===== config.mk =====
export PLATFORM = sky130hd
export DESIGN_NAME = i2c_addr_flags
export DESIGN_NICKNAME = d
export VERILOG_FILES = /design/src/rtl/adet_pkg.sv /design/src/rtl/adet_frame_gate.sv /design/src/rtl/adet_decode.sv /design/src/rtl/adet_clear_ctl.sv /design/src/rtl/adet_flag_bit.sv /design/src/rtl/i2c_addr_flags.sv
export SDC_FILE = /design/constraint.sdc
export NUM_CORES = 1
export LEC_CHECK = 0
export ABC_AREA = 1
export BUFFER_PORTS_ARGS = -buffer_cell sky130_fd_sc_hd__buf_4
export CELL_PAD_IN_SITES_DETAIL_PLACEMENT = 1
export CELL_PAD_IN_SITES_GLOBAL_PLACEMENT = 1
export CORE_UTILIZATION = 23
export DETAILED_ROUTE_END_ITERATION = 10
export PLACE_DENSITY = 0.87
export SYNTH_ARGS = -nofsm -noshare
export SYNTH_HDL_FRONTEND = slang
export SYNTH_SLANG_ARGS = --single-unit

===== constraint.sdc =====
create_clock -name clk -period 1.23 [get_ports clk]
set_input_delay 0.123 -clock clk [delete_from_list [all_inputs] [get_ports clk]]
set_output_delay 0.123 -clock clk [all_outputs]
set_load 0.005 [all_outputs]

===== src/rtl/adet_pkg.sv =====
package adet_pkg;
  localparam int ADDR_W_DEF  = 7;
  localparam int NUM_FLAGS   = 2;
  localparam int IDX_GCALL   = 0;
  localparam int IDX_ADDR    = 1;
endpackage


===== src/rtl/adet_frame_gate.sv =====
module adet_frame_gate #(
  parameter int FRAME_W = 8
) (
  input  logic               clk,
  input  logic               rst,
  input  logic               start_i,
  input  logic               valid_i,
  input  logic [FRAME_W-1:0] data_i,
  output logic               eval_o,
  output logic [FRAME_W-1:0] frame_o
);
  logic pending_q;

  always_ff @(posedge clk) begin
    if (rst)          pending_q <= 1'b0;
    else if (start_i) pending_q <= 1'b1;
    else if (valid_i) pending_q <= 1'b0;
  end

  assign eval_o  = valid_i & pending_q;
  assign frame_o = data_i;
endmodule


===== src/rtl/adet_decode.sv =====
module adet_decode #(
  parameter int ADDR_W    = 7,
  parameter int NUM_FLAGS = 2,
  parameter int IDX_ADDR  = 1,
  parameter int IDX_GCALL = 0
) (
  input  logic                 eval_i,
  input  logic [ADDR_W:0]      frame_i,
  input  logic [ADDR_W-1:0]    own_addr_i,
  input  logic                 slave_rx_i,
  input  logic                 fs_i,
  input  logic                 fsx_i,
  output logic [NUM_FLAGS-1:0] set_o
);
  localparam int FRAME_W = ADDR_W + 1;
  localparam logic [FRAME_W-1:0] GCALL_CODE = '0;

  logic addr_eq, is_gcall, qualified;

  always_comb begin
    addr_eq   = (frame_i[FRAME_W-1:1] == own_addr_i);
    is_gcall  = (frame_i == GCALL_CODE);
    qualified = eval_i & slave_rx_i;
    set_o            = '0;
    set_o[IDX_ADDR]  = qualified & ~fs_i & (addr_eq | is_gcall);
    set_o[IDX_GCALL] = qualified & is_gcall & (~fs_i | ~fsx_i);
  end
endmodule


===== src/rtl/adet_clear_ctl.sv =====
module adet_clear_ctl (
  input  logic clk,
  input  logic master_i,
  input  logic xmit_i,
  input  logic dr_wr_i,
  input  logic dr_rd_i,
  output logic clr_o
);
  logic master_q;

  always_ff @(posedge clk) master_q <= master_i;

  assign clr_o = (dr_wr_i & xmit_i) | (dr_rd_i & ~xmit_i) | (master_i & ~master_q);
endmodule


===== src/rtl/adet_flag_bit.sv =====
module adet_flag_bit (
  input  logic clk,
  input  logic rst,
  input  logic set_i,
  input  logic clr_i,
  input  logic rd_i,
  input  logic wr_i,
  input  logic wbit_i,
  output logic flag_o
);
  logic flag_q, arm_q, wclr, clr_any, drop;

  always_comb begin
    wclr    = wr_i & ~wbit_i & arm_q;
    clr_any = clr_i | wclr;
    drop    = clr_any & ~set_i;
  end

  always_ff @(posedge clk) begin
    if (rst) begin
      flag_q <= 1'b0;
      arm_q  <= 1'b0;
    end else begin
      if (set_i)     flag_q <= 1'b1;
      else if (drop) flag_q <= 1'b0;
      if (drop)                arm_q <= 1'b0;
      else if (rd_i & flag_q)  arm_q <= 1'b1;
    end
  end

  assign flag_o = flag_q;
endmodule


===== src/rtl/i2c_addr_flags.sv =====
module i2c_addr_flags #(
  parameter int ADDR_W = adet_pkg::ADDR_W_DEF
) (
  input  logic              clk,
  input  logic              rst,
  input  logic              start_det,
  input  logic              frame_valid,
  input  logic [ADDR_W:0]   frame_data,
  input  logic [ADDR_W-1:0] own_addr,
  input  logic              slave_rx,
  input  logic              master_mode,
  input  logic              fmt_fs,
  input  logic              fmt_fsx,
  input  logic              xmit_dir,
  input  logic              dr_wr,
  input  logic              dr_rd,
  input  logic              cpu_rd,
  input  logic              cpu_wr,
  input  logic [1:0]        cpu_wdata,
  output logic              addr_hit_flag,
  output logic              gcall_flag
);
  import adet_pkg::*;
  localparam int FRAME_W = ADDR_W + 1;

  logic               eval;
  logic [FRAME_W-1:0] frame;
  logic [NUM_FLAGS-1:0] set_vec, flag_vec;
  logic               clr_common;

  adet_frame_gate #(.FRAME_W(FRAME_W)) u_gate (
    .clk(clk), .rst(rst), .start_i(start_det), .valid_i(frame_valid),
    .data_i(frame_data), .eval_o(eval), .frame_o(frame)
  );

  adet_decode #(
    .ADDR_W(ADDR_W), .NUM_FLAGS(NUM_FLAGS), .IDX_ADDR(IDX_ADDR), .IDX_GCALL(IDX_GCALL)
  ) u_dec (
    .eval_i(eval), .frame_i(frame), .own_addr_i(own_addr), .slave_rx_i(slave_rx),
    .fs_i(fmt_fs), .fsx_i(fmt_fsx), .set_o(set_vec)
  );

  adet_clear_ctl u_clr (
    .clk(clk), .master_i(master_mode), .xmit_i(xmit_dir),
    .dr_wr_i(dr_wr), .dr_rd_i(dr_rd), .clr_o(clr_common)
  );

  for (genvar i = 0; i < NUM_FLAGS; i++) begin : g_flag
    adet_flag_bit u_bit (
      .clk(clk), .rst(rst), .set_i(set_vec[i]), .clr_i(clr_common),
      .rd_i(cpu_rd), .wr_i(cpu_wr), .wbit_i(cpu_wdata[i]), .flag_o(flag_vec[i])
    );
  end

  assign addr_hit_flag = flag_vec[IDX_ADDR];
  assign gcall_flag    = flag_vec[IDX_GCALL];
endmodule


==> results by group, run 1 <==
Global routing
  – Total grt overflow: 0
  – Total track usage: 14.1%
  – GR Layer Usage met3: 4.76%
  – Met1 Use GR: 15.7%
  – Largest net degree at the start of global routing: 6
  – First-pass GRT wire length: 2.07 mm
  – GR Util met2: 25.1%
  – Vias in the first global route: 532
  – GRT Max-Usage Layer: met2
  – Antenna violations before repair: 0

Min path
  – Hold path start: rst
  – Worst Hold End: g_flag[0].u_bit.flag_o
  – Worst hold stages: 2
  – HP Class: in -> reg

Power
  – Cell Pwr Density: 715 nW/um^2
  – Max IR drop VDD: 0.000555 V
  – Leak: 0.419 nW
  – Final Power: 0.527 mW

Critical path
  – Reg-to-Reg Start: u_clr.master_q
  – RR Endpoint: g_flag[0].u_bit.flag_o
  – Slowest CP cell: dlygate4sd3_1
  – Crit path buf inv count: 2
  – CP Max Fanout: 2
  – CP Cell Sequence: dlygate4sd3_1 -> buf_4 -> a22oi_2 -> nand3_1 -> nand3b_1 -> a21oi_1
  – Crit path arrival time: 1.33 ns
  – Max stage delay on crit path: 0.54 ns
  – Worst setup path category: in -> reg
  – Worst path required time: 1.41 ns
  – Top Family by Delay on Critical Path: buffers and inverters
  – Register-to-Register Path Depth: 5
  – Reg-to-reg slack, setup: 0.27 ns
  – Setup crit end kind: register
  – Crit start category: primary input

Routing
  – DRT Pass-1 Iters: 3
  – DR iter-0 viols: 4
  – Routed WL: 1.30 mm
  – Drt drc: 0
  – WL/cell: 9.65 um
  – Routed vias: 567
  – Vias/cell: 4.20
  – Routed Antenna Nets: 0

Layout
  – Fin area: 737 sq um
  – Fillers: 244
  – Area Overhead vs Synth: 70.2%
  – Layout cells sized above 1: 35.5%
  – ANT cells: 0
  – Most common cell after layout, fill and taps aside: buf_4
  – Nets: 142
  – Commonest non-fill, non-tap cells in the layout: buf_4, nand2_1, inv_1

Clock network
  – Clock root cell: clkbuf_4
  – Clk Latency, worst-skew pair: 0.25 ns
  – CTS tree: built
  – Reg clk slew, reported paths: 0.05 ns
  – H-tree levels: 1
  – Postcts setup bufs: 0
  – Bufs on Longest Clock Path: 2
  – CTS Buf Count: 3
  – Clock sinks: 6

Floorplanning
  – Core ar.: 1750 sq um
  – I/O pins: 32
  – Die outline width: 45.4 um
  – Die height: 45.4 um
  – Row cnt: 15
  – Die Area: 2060 sq um
  – Initial core utilization: 24.8%

Synth
  – XOR/XNOR Fraction of Synth Area: 2.02%
  – Count of mapped cells out of synthesis: 75
  – Sequential area share after synthesis: 27.7%
  – Library cells used by synthesis: 15
  – Adder-Cell Fraction of Synth Area: 0%
  – Syn nets: 105
  – Avg Cell Area, Syn: 5.77 sq um
  – Synth Register Bits: 6
  – Largest family of logic cells by synthesized area: simple AND/OR/NAND/NOR gates
  – Synth Warn #: 0
  – Post-synthesis mux area share: 0%
  – Simple-Gate Fraction of Synth Area: 43.4%
  – Compound-Gate Fraction of Synth Area: 12.1%
  – Post-Syn Area: 433 sq um

STA
  – Setup Skew: 0.00489 ns
  – Hold Vio Cnt, Final: 0
  – Minimum clock period: 1.15 ns
  – Rel. slew slack: 88.7%
  – Final Cycle Share: 93.5%
  – Slew @ Worst Pin: 0.169 ns
  – Final Setup Violations: 0
  – RSZ-0062 raised after global routing: false
  – TNS Setup: 0 ns
  – Max frequency: 869 MHz
  – Slew Viols, Final: 0

Placement
  – Dpl hpwl: 1.16 mm
  – Placed standard-cell area: 697 sq um
  – Port buffer count: 31
  – Final GP Congestion: 0.732

Job
  – Maxcap violations: 0

Run status
  – Status: finished clean
-- routing by layer --
metal	part of all wire [%]	up-vias
li1	-	299
met1	40	257
met2	57	11
met3	3.4	0
met4	0	0
met5	0	-
-- kinds of logic after synthesis --
| kind of cell | Yosys count |
|---|---|
| and+or+nand+nor | 42 |
| xor gates and xnor gates | 1 |
| AOI/OAI and AO/OA | 9 |
| buffers and inverters | 17 |
| DFF | 6 |
-- cells in the mapped netlist (all sizes together) --
master  count  area (sq um)
a211oi      1          7.51
or2         1          6.26
nand2      24          90.1
a22oi       1          7.51
inv        17          63.8
xnor2       1          8.76
nor2        8          32.5
nand3b      2          15.0
a21oi       6          30.0
and3b       1          8.76
dfxtp       6           120
nand3       6          35.0
o21bai      1          7.51
-- through the flow --
stage | util (%) | setup WS (ns) | hold slack [ns] | cells
floorplan | - | 0.318 | 0.151 | 75
global placement | 39.9 | 0.284 | 0.243 | 131
detailed placement | 39.9 | 0.234 | 0.245 | 131
CTS | 41.8 | 0.0127 | 0.0735 | 135
global route | 42.2 | 0.0230 | 0.0753 | 135
finish | 42.2 | 0.0794 | 0.0782 | 135
-- worst max-delay path by stage --
stage | startpoint | end | slack, ns | depth (start not counted)
2_1_floorplan | u_clr.master_q | g_flag[0].u_bit.flag_o | 0.32 | 5
6_report | master_mode | g_flag[0].u_bit.flag_o | 0.08 | 6
3_5_place_dp | u_clr.master_q | g_flag[1].u_bit.flag_o | 0.23 | 6
5_1_grt | master_mode | g_flag[0].u_bit.flag_o | 0.02 | 6
4_1_cts | master_mode | g_flag[1].u_bit.flag_o | 0.01 | 7
3_3_place_gp | frame_data[0] | g_flag[1].u_bit.arm_q | 0.28 | 7
-- flip-flops by register name (all words and copies together) (netlist names) --
signal	flops
g_flag.u_bit.arm_q	2
u_clr.master_q	1
g_flag.u_bit.flag_o	2
u_gate.pending_q	1
-- final cells by class --
cell class / instances / area (sq um) / area share, %
Multi-Input combinational cell: 52 / 256 / 34.8
Clock buffer: 3 / 22.5 / 3.06
Inverter: 17 / 63.8 / 8.66
Tap cell: 25 / 31.3 / 4.24
Sequential cell: 6 / 120 / 16.3
Timing Repair Buffer: 32 / 243 / 32.9
-- where the power goes --
group	total, mW	internal (mW)	leakage [nW]	switching, mW
combinational	0.144	0.0853	0.356	0.0585
clock	0.183	0.110	0.0138	0.0721
sequential	0.201	0.199	0.0490	0.00170
-- what timing repair did --
action,CTS,global route
hold buffers,1,0
resized for setup,0,2
endpoints found under the hold margin,1,0
setup endpoints to repair,0,3
(Power assumes the default switching activity.)
==> inputs of run 2 (changes only) <==
--- a/config.mk
+++ b/config.mk
@@ -7,11 +7,10 @@
 export LEC_CHECK = 0
 export ABC_AREA = 1
 export BUFFER_PORTS_ARGS = -buffer_cell sky130_fd_sc_hd__buf_4
-export CELL_PAD_IN_SITES_DETAIL_PLACEMENT = 1
-export CELL_PAD_IN_SITES_GLOBAL_PLACEMENT = 1
-export CORE_UTILIZATION = 23
+export CORE_AREA = 2 2 39 41
 export DETAILED_ROUTE_END_ITERATION = 10
-export PLACE_DENSITY = 0.87
+export DIE_AREA = 0 0 41 43
+export PLACE_DENSITY = 0.79
 export SYNTH_ARGS = -nofsm -noshare
 export SYNTH_HDL_FRONTEND = slang
 export SYNTH_SLANG_ARGS = --single-unit
==> run 2 against run 1 <==
Critical path depth stayed put. Final area is 1.5% lower. Clock-buffer cell count stayed put. Critical path type unchanged. Critical endpoint unchanged. Largest power group unchanged.
==> results by group, run 2 (synthesis gave the netlist of run 1 again) <==
STA
  – TNS Setup: 0 ns (unchanged)
  – Rel. slew slack: 88.2% (-0.53 points)
  – Slew Viols, Final: 0 (unchanged)
  – Final worst slack: 0.0708 ns (-0.00866 ns)
  – Setup Skew: 0.00194 ns (-0.00295 ns)
  – Slew @ Worst Pin: 0.176 ns (+0.00787 ns)
  – Final Setup Violations: 0 (unchanged)
  – Final Cycle Share: 94.2% (+0.70 points)
  – Max frequency: 863 MHz (-0.75%)
  – Minimum clock period: 1.16 ns (+0.00866 ns)
  – Hold Vio Cnt, Final: 0 (unchanged)

Power
  – Leak: 0.419 nW (unchanged)
  – Max IR drop VDD: 0.000288 V (-48%)
  – Cell Pwr Density: 708 nW/um^2 (-0.99%)

Critical path
  – Crit start category: primary input
  – Worst setup path category: in -> reg
  – CP Cell Sequence: dlygate4sd3_1 -> buf_4 -> a22oi_2 -> nand3_1 -> nand3b_1 -> a21oi_1
  – CP startpoint: master_mode
  – Setup crit end kind: register
  – Levels on crit path: 6 (unchanged)
  – Register-to-Register Path Depth: 5 (unchanged)
  – RR Endpoint: g_flag[0].u_bit.flag_o
  – CP endpoint: g_flag[0].u_bit.flag_o
  – CP Max Fanout: 2 (unchanged)
  – Crit path arrival time: 1.33 ns (about the same)
  – Worst path required time: 1.40 ns (about the same)
  – Max stage delay on crit path: 0.54 ns (about the same)
  – Top Family by Delay on Critical Path: buffers and inverters
  – Crit path buf inv count: 2 (unchanged)
  – Reg-to-reg slack, setup: 0.28 ns (about the same)
  – Slowest CP cell: dlygate4sd3_1
  – Reg-to-Reg Start: u_clr.master_q

Clock network
  – Reg clk slew, reported paths: 0.04 ns (about the same)
  – Bufs on Longest Clock Path: 2 (unchanged)
  – Clock sinks: 6 (unchanged)
  – Clock root cell: clkbuf_4
  – Clk Latency, worst-skew pair: 0.24 ns (about the same)
  – CTS Buf Count: 3 (unchanged)
  – H-tree levels: 1 (unchanged)
  – CTS tree: built

Routing
  – Drt drc: 0 (unchanged)
  – Vias/cell: 4.42 (+5.3%)
  – Routed Antenna Nets: 0 (unchanged)
  – DRT Pass-1 Iters: 4 (+1)
  – WL/cell: 8.63 um (-11%)
  – Routed vias: 557 (-1.8%)
  – DR iter-0 viols: 6 (+2)
  – Routed WL: 1.09 mm (-17%)

Layout
  – Area Overhead vs Synth: 67.6%
  – Most common cell after layout, fill and taps aside: buf_4
  – ANT cells: 0 (unchanged)
  – Layout cells sized above 1: 35.5% (unchanged)
  – Commonest non-fill, non-tap cells in the layout: buf_4, nand2_1, inv_1
  – Nets: 142 (unchanged)

Placement
  – Final GP Congestion: 0.699 (-4.6%)
  – Pre-CTS WS: 0.246 ns (+0.0121 ns)
  – Dpl hpwl: 962 um (-17%)
  – Port buffer count: 31 (unchanged)

Min path
  – HP Class: in -> reg

Global routing
  – Largest net degree at the start of global routing: 6 (unchanged)
  – Vias in the first global route: 536 (+0.75%)
  – First-pass GRT wire length: 1.75 mm (-15%)
  – Total track usage: 14.6% (+0.51 points)
  – Total grt overflow: 0 (unchanged)
  – Antenna violations before repair: 0 (unchanged)

Run status
  – Status: finished clean

Floorplanning
  – Die outline width: 41 um (-9.7%)
  – Row cnt: 14 (-1)
  – Die Area: 1760 sq um (-14%)
  – Initial core utilization: 31.3% (+6.5 points)
  – Die height: 43 um (-5.3%)
  – Core ar.: 1380 sq um (-21%)
  – I/O pins: 32 (unchanged)

Job
  – Maxcap violations: 0 (unchanged)
run 2: cell type report:
| cell class | instances | area [sq um] |
|---|---|---|
| fill | 150 | 658 |
| multi-input combinational | 52 | 256 |
| timing repair buffer | 32 | 243 |
| sequential | 6 | 120 |
| inverter | 17 | 63.8 |
| clock buffer | 3 | 22.5 |
| tap | 16 | 20.0 |
run 2: worst min-delay path by stage:
stage	startpoint	endpoint	slack, ns	cells after the start
2_1_floorplan	master_mode	u_clr.master_q	0.15	0
3_3_place_gp	master_mode	u_clr.master_q	0.24	1
3_5_place_dp	master_mode	u_clr.master_q	0.24	1
4_1_cts	rst	g_flag[0].u_bit.flag_o	0.07	2
5_1_grt	rst	g_flag[1].u_bit.flag_o	0.07	2
6_report	rst	g_flag[0].u_bit.flag_o	0.08	2
run 2: power breakdown:
| part | switching, mW | internal (mW) |
|---|---|---|
| Sequential | 0.00143 | 0.199 |
| Clock | 0.0639 | 0.110 |
| Combinational | 0.0543 | 0.0852 |
run 2: per-stage QoR:
| step | cells | total power [mW] | cell area (sq um) | utilization [%] | hold WS (ns) |
|---|---|---|---|---|---|
| floorplan | 75 | 0.252 | 433 | - | 0.151 |
| global placement | 122 | 0.336 | 686 | 49.5 | 0.242 |
| detailed placement | 122 | 0.339 | 686 | 49.5 | 0.241 |
| CTS | 126 | 0.523 | 718 | 51.9 | 0.0678 |
| global route | 126 | 0.554 | 726 | 52.4 | 0.0727 |
| finish | 126 | 0.514 | 726 | 52.4 | 0.0774 |
run 2: routing by layer:
metal	vias to the layer above	wire length, um	GRT usage (%)	part of all wire, %
li1	301	-	-	-
met2	29	574	26.6	53
met4	0	0	10.0	0
met3	0	120	3.66	11
met5	-	0	0	0
met1	227	392	12.2	36
run 2: repair_timing:
action	in CTS	in global routing
endpoints found under the setup margin	0	4
hold buffers	1	0
resized for setup	0	2
buffers inserted	0	0
endpoints found under the hold margin	1	0
